==> config.mk <==
export PLATFORM = sky130hd
export DESIGN_NAME = pkt_countdown
export DESIGN_NICKNAME = d
export VERILOG_FILES = /design/src/rtl/pkt_cnt_pkg.sv /design/src/rtl/pkt_cnt_core.sv /design/src/rtl/pkt_evt_flag.sv /design/src/rtl/pkt_countdown.sv
export SDC_FILE = /design/constraint.sdc
export NUM_CORES = 1
export LEC_CHECK = 0
export BUFFER_PORTS_ARGS = -buffer_cell sky130_fd_sc_hd__buf_4
export CAP_MARGIN = 20
export CELL_PAD_IN_SITES_DETAIL_PLACEMENT = 1
export CELL_PAD_IN_SITES_GLOBAL_PLACEMENT = 1
export CORE_UTILIZATION = 29
export CTS_CLUSTER_SIZE = 8
export DETAILED_ROUTE_END_ITERATION = 16
export GPL_TIMING_DRIVEN = 0
export PLACE_DENSITY_LB_ADDON = 0.1
export SLEW_MARGIN = 30
export SYNTH_ARGS = -nofsm -noshare
export SYNTH_HDL_FRONTEND = slang
export SYNTH_SLANG_ARGS = --single-unit
export TNS_END_PERCENT = 50
==> constraint.sdc <==
create_clock -name clk -period 1.4 [get_ports clk]
set_input_delay 0.07 -clock clk [delete_from_list [all_inputs] [get_ports clk]]
set_output_delay 0.07 -clock clk [all_outputs]
set_load 0.01 [all_outputs]
==> src/rtl/pkt_cnt_pkg.sv <==
package pkt_cnt_pkg;

    // Count tracker: EMPTY while the stored count is zero, ACTIVE otherwise
    typedef enum logic {
        CNT_EMPTY  = 1'b0,
        CNT_ACTIVE = 1'b1
    } cnt_state_e;

    // Count-done event flag
    typedef enum logic {
        EVT_CLEAR   = 1'b0,
        EVT_PENDING = 1'b1
    } evt_state_e;

endpackage

==> src/rtl/pkt_cnt_core.sv <==
module pkt_cnt_core
    import pkt_cnt_pkg::*;
#(
    parameter int CNT_W = 8
) (
    input  logic             clk,
    input  logic             rst_n,
    input  logic             wr_en,
    input  logic [CNT_W-1:0] wr_data,
    input  logic             tick,
    output logic [CNT_W-1:0] count,
    output logic             zero_hit
);

    localparam logic [CNT_W-1:0] CNT_ZERO = '0;
    localparam logic [CNT_W-1:0] CNT_ONE  = CNT_W'(1);

    cnt_state_e       state_q, state_d;
    logic [CNT_W-1:0] count_q, count_d;

    // State register
    always_ff @(posedge clk or negedge rst_n) begin
        if (!rst_n) begin
            state_q <= CNT_EMPTY;
            count_q <= CNT_ZERO;
        end else begin
            state_q <= state_d;
            count_q <= count_d;
        end
    end

    // Next state: a write decides alone; otherwise a tick at one empties
    always_comb begin
        state_d = state_q;
        unique case (state_q)
            CNT_EMPTY: begin
                if (wr_en && (wr_data != CNT_ZERO))
                    state_d = CNT_ACTIVE;
            end
            CNT_ACTIVE: begin
                if (wr_en)
                    state_d = (wr_data == CNT_ZERO) ? CNT_EMPTY : CNT_ACTIVE;
                else if (tick && (count_q == CNT_ONE))
                    state_d = CNT_EMPTY;
            end
            default: state_d = CNT_EMPTY;
        endcase
    end

    // Datapath and outputs
    always_comb begin
        count_d  = count_q;
        zero_hit = 1'b0;
        unique case (state_q)
            CNT_EMPTY: begin
                zero_hit = tick;
                if (wr_en)
                    count_d = wr_data;
            end
            CNT_ACTIVE: begin
                if (wr_en)
                    count_d = wr_data;
                else if (tick)
                    count_d = count_q - CNT_ONE;
            end
            default: count_d = CNT_ZERO;
        endcase
    end

    assign count = count_q;

endmodule

==> src/rtl/pkt_evt_flag.sv <==
module pkt_evt_flag
    import pkt_cnt_pkg::*;
(
    input  logic clk,
    input  logic rst_n,
    input  logic set_req,
    input  logic clr_req,
    output logic flag
);

    evt_state_e state_q, state_d;

    // State register
    always_ff @(posedge clk or negedge rst_n) begin
        if (!rst_n)
            state_q <= EVT_CLEAR;
        else
            state_q <= state_d;
    end

    // Next state: set dominates clear
    always_comb begin
        state_d = state_q;
        unique case (state_q)
            EVT_CLEAR: begin
                if (set_req)
                    state_d = EVT_PENDING;
            end
            EVT_PENDING: begin
                if (clr_req && !set_req)
                    state_d = EVT_CLEAR;
            end
            default: state_d = EVT_CLEAR;
        endcase
    end

    // Output
    always_comb begin
        flag = 1'b0;
        unique case (state_q)
            EVT_CLEAR:   flag = 1'b0;
            EVT_PENDING: flag = 1'b1;
            default:     flag = 1'b0;
        endcase
    end

endmodule

==> src/rtl/pkt_countdown.sv <==
module pkt_countdown
    import pkt_cnt_pkg::*;
#(
    parameter int CNT_W = 8
) (
    input  logic             clk,
    input  logic             rst_n,
    input  logic             auto_en,
    input  logic             pkt_done,
    input  logic             reg_wr,
    input  logic [CNT_W-1:0] reg_wdata,
    output logic [CNT_W-1:0] reg_rdata,
    input  logic             evt_clr,
    output logic             cnt_done_evt
);

    logic tick;
    logic zero_hit;

    // Completions count only in automatic mode
    assign tick = auto_en & pkt_done;

    pkt_cnt_core #(.CNT_W(CNT_W)) u_core (
        .clk      (clk),
        .rst_n    (rst_n),
        .wr_en    (reg_wr),
        .wr_data  (reg_wdata),
        .tick     (tick),
        .count    (reg_rdata),
        .zero_hit (zero_hit)
    );

    pkt_evt_flag u_evt (
        .clk     (clk),
        .rst_n   (rst_n),
        .set_req (zero_hit),
        .clr_req (evt_clr),
        .flag    (cnt_done_evt)
    );

endmodule

==> results.json <==
{
  "fin_crit_ns": 1.49,
  "core_area_sq_um": 1760,
  "hold_path_class": "in -> reg",
  "share_seq_of_total_power_pct": 44.5,
  "initial_utilization_pct": 31.8,
  "cts_root_buf": "clkbuf_4",
  "grt_pass1_vias": 564,
  "port_buffers": 22,
  "p_int_uw": 546,
  "relSlewSlack_pct": 75.8,
  "finalHoldViolCount": 0,
  "maxCapViolations": 0,
  "p_leak_nw": 0.363,
  "clkLatencyLatePin_ns": 0.26,
  "synthesis.nets": 80,
  "cp.arrival_ns": 1.64,
  "cp.required_ns": 1.55,
  "finalCritPeriodShare_pct": 106,
  "die_w_um": 46.0,
  "area_delta_synth_final_pct": 47.4,
  "worst_pin_slew_ns": 0.360,
  "grt_use_total_pct": 17.2,
  "cts.path.max_buffers": 2,
  "r2r-start": "u_core.count[2]$_DFFE_PN0P_",
  "syn_area_sq_um": 562,
  "nFillCells": 238,
  "p_sw_uw": 246,
  "dr.pass1.iters": 3,
  "cts_made_buffers": 3,
  "setup_viol": 3,
  "clock_skew_ns": 0.00265,
  "vias_per_cell": 4.85,
  "switching_share_pct": 31.1,
  "dp_cells": 111,
  "postLayoutCellArea_sq_um": 828,
  "layout-drive-gt1-share_pct": 33.0,
  "maxSlewViolCount": 0,
  "startpoint_type": "flop",
  "critPathKind": "reg -> reg",
  "ys_ff_latch": 10,
  "dr_total_vias": 577,
  "ys_seq_area_share_pct": 44.5,
  "grt_max_degree": 11,
  "clkSlewWorstSetupHoldPaths_ns": 0.07,
  "drtIter0Drc": 16,
  "pin_count": 23,
  "htree_levels": 1,
  "critPathLaunch": "u_core.count[2]$_DFFE_PN0P_",
  "synth_area_per_cell_sq_um": 8.78,
  "diodes": 0,
  "r2r_slack_ns": -0.09,
  "async_flop_share_pct": 100,
  "cts.sinks": 10,
  "dieArea_sq_um": 2120,
  "antenna_left": 0,
  "layout_setup_ws_ns": -0.0888,
  "outcome": "complete, but fails checks",
  "place_area_sq_um": 759,
  "ir_worst_vdd_mv": 0.447,
  "die-height_um": 46.0,
  "final_cells": 119,
  "wl_per_cell_um": 13.0,
  "antenna_found_initial": 0,
  "yosys_warnings": 0,
  "gp_congestion": 0.729,
  "endpoint": "u_core.count[5]$_DFFE_PN0P_",
  "drc": 0,
  "critPathMaxFanout": 5,
  "crit_path_end_kind": "flop",
  "rsz0062_at_grt": "true",
  "synth_ff_type": "dfrtp_1",
  "grt_pass1_wl_um": 2480,
  "final_net_count": 111,
  "syn_inst": 64,
  "cts_tree": "yes",
  "power_uw": 792,
  "pwr-share-clk_pct": 27.5,
  "rows": 15,
  "synth-edff-count": 0,
  "r2r_end": "u_core.count[5]$_DFFE_PN0P_",
  "cellPowerDensity_nw_per_um2": 957,
  "rr_worst_depth": 4,
  "hpwl_um": 1180,
  "ys_types": 23,
  "grt_overflow": 0,
  "fmax_mhz": 672,
  "wl_um": 1540,
  "comb_power_share_pct": 27.9,
  "violations": "setup timing"
}
[critical path, cell delays in order, from the launching register on]
cell	delay, ns
dfrtp_1	0.44
or3_1	0.41
nor4_1	0.29
xnor2_1	0.16
o21ai_0	0.08
[cells in the mapped netlist, types with 2 or more instances]
master,count,area [sq um]
a21oi_1,2,10.0
o21ai_1,2,10.0
nor2_1,3,11.3
o21ai_0,9,45.0
nand2_1,9,33.8
nor4_1,2,12.5
ha_1,2,25.0
nor3_1,2,10.0
dfrtp_1,10,250
inv_1,4,15.0
xnor2_1,5,43.8
or4_1,2,15.0
or3_1,2,12.5
[power by group through the flow]
stage | logic (mW) | registers, mW | clock network (mW)
after global routing | 0.247 | 0.358 | 0.237
final | 0.221 | 0.353 | 0.218
after global placement | 0.202 | 0.361 | 0
after floorplan | 0.0824 | 0.370 | 0
after CTS | 0.223 | 0.353 | 0.225
after detailed placement | 0.203 | 0.362 | 0
[worst min path at each step]
stage / start / slack (ns) / cells after the start / end
2_1_floorplan: rst_n / -0.23 / 0 / u_core.count[0]$_DFFE_PN0P_
3_3_place_gp: rst_n / -0.09 / 1 / u_core.count[7]$_DFFE_PN0P_
3_5_place_dp: rst_n / -0.09 / 1 / u_core.count[7]$_DFFE_PN0P_
4_1_cts: reg_wdata[2] / 0.01 / 3 / u_core.count[2]$_DFFE_PN0P_
5_1_grt: reg_wdata[2] / 0.02 / 3 / u_core.count[2]$_DFFE_PN0P_
6_report: reg_wdata[2] / 0.01 / 3 / u_core.count[2]$_DFFE_PN0P_
[routing by layer]
metal | wire [um] | share of wire [%] | up-vias | GRT usage [%]
met2 | 796 | 52 | 16 | 27.3
met4 | 0 | 0 | 0 | 7.06
li1 | - | - | 287 | -
met5 | 0 | 0 | - | 0
met1 | 697 | 45 | 274 | 22.5
met3 | 48 | 3.1 | 0 | 3.57
[cell usage in the layout (no fill, tap or decap), types with 2 or more instances in the layout]
cell,Yosys,routed
a21oi_1,2,2
buf_4,0,24
clkbuf_1,1,2
clkbuf_4,0,3
dfrtp_1,10,9
dlygate4sd3_1,0,2
ha_1,2,2
inv_1,4,4
nand2_1,9,9
nor2_1,3,2
nor4_1,2,2
o21ai_0,9,9
o21ai_1,2,2
or3_1,2,2
or4_1,2,2
xnor2_1,5,5
[logic make-up (layout without fill, tap and decap cells)]
group / Yosys count / count (layout) / synth area share [%]
AOI/OAI and AO/OA: 16 / 16 / 15.1
xor gates and xnor gates: 6 / 6 / 9.35
adders and majority gates: 2 / 2 / 4.45
buffers and inverters: 5 / 35 / 3.34
DFF: 10 / 10 / 44.5
and+or+nand+nor: 25 / 25 / 23.2
[through the flow]
step                      util [%]  setup WS [ns]  hold slack (ns)  TNS (ns)
after CTS                     46.8        -0.0905           0.0116    -0.187
after floorplan                  -        -0.0694           -0.226    -0.120
after detailed placement      43.0         -0.106          -0.0916    -0.280
after global placement        43.0        -0.0931          -0.0916    -0.246
final                         47.0        -0.0888           0.0117    -0.259
after global routing          47.0         -0.150           0.0184    -0.544
[registers in the layout (all words and copies together), names as in the netlist]
name	cells
u_evt.state_q	1
u_core.state_q	1
u_core.count	8
[timing repair]
action	4_1_cts	5_1_grt
setup buffers	2	0
pin swaps	1	0
setup endpoints to repair	5	6
hold buffers	2	0
resized for setup	1	1
hold endpoints to repair	11	0
[layout make-up]
type	instances	area, sq um	share of cell area (%)
Clock buffer	4	26.3	3.17
Timing Repair Buffer	26	200	24.2
Buffer	1	3.75	0.453
Inverter	4	15.0	1.81
Multi-Input combinational cell	49	300	36.3
Sequential cell	10	251	30.4
Tap cell	25	31.3	3.78
Power figures use the tool's default switching activity.
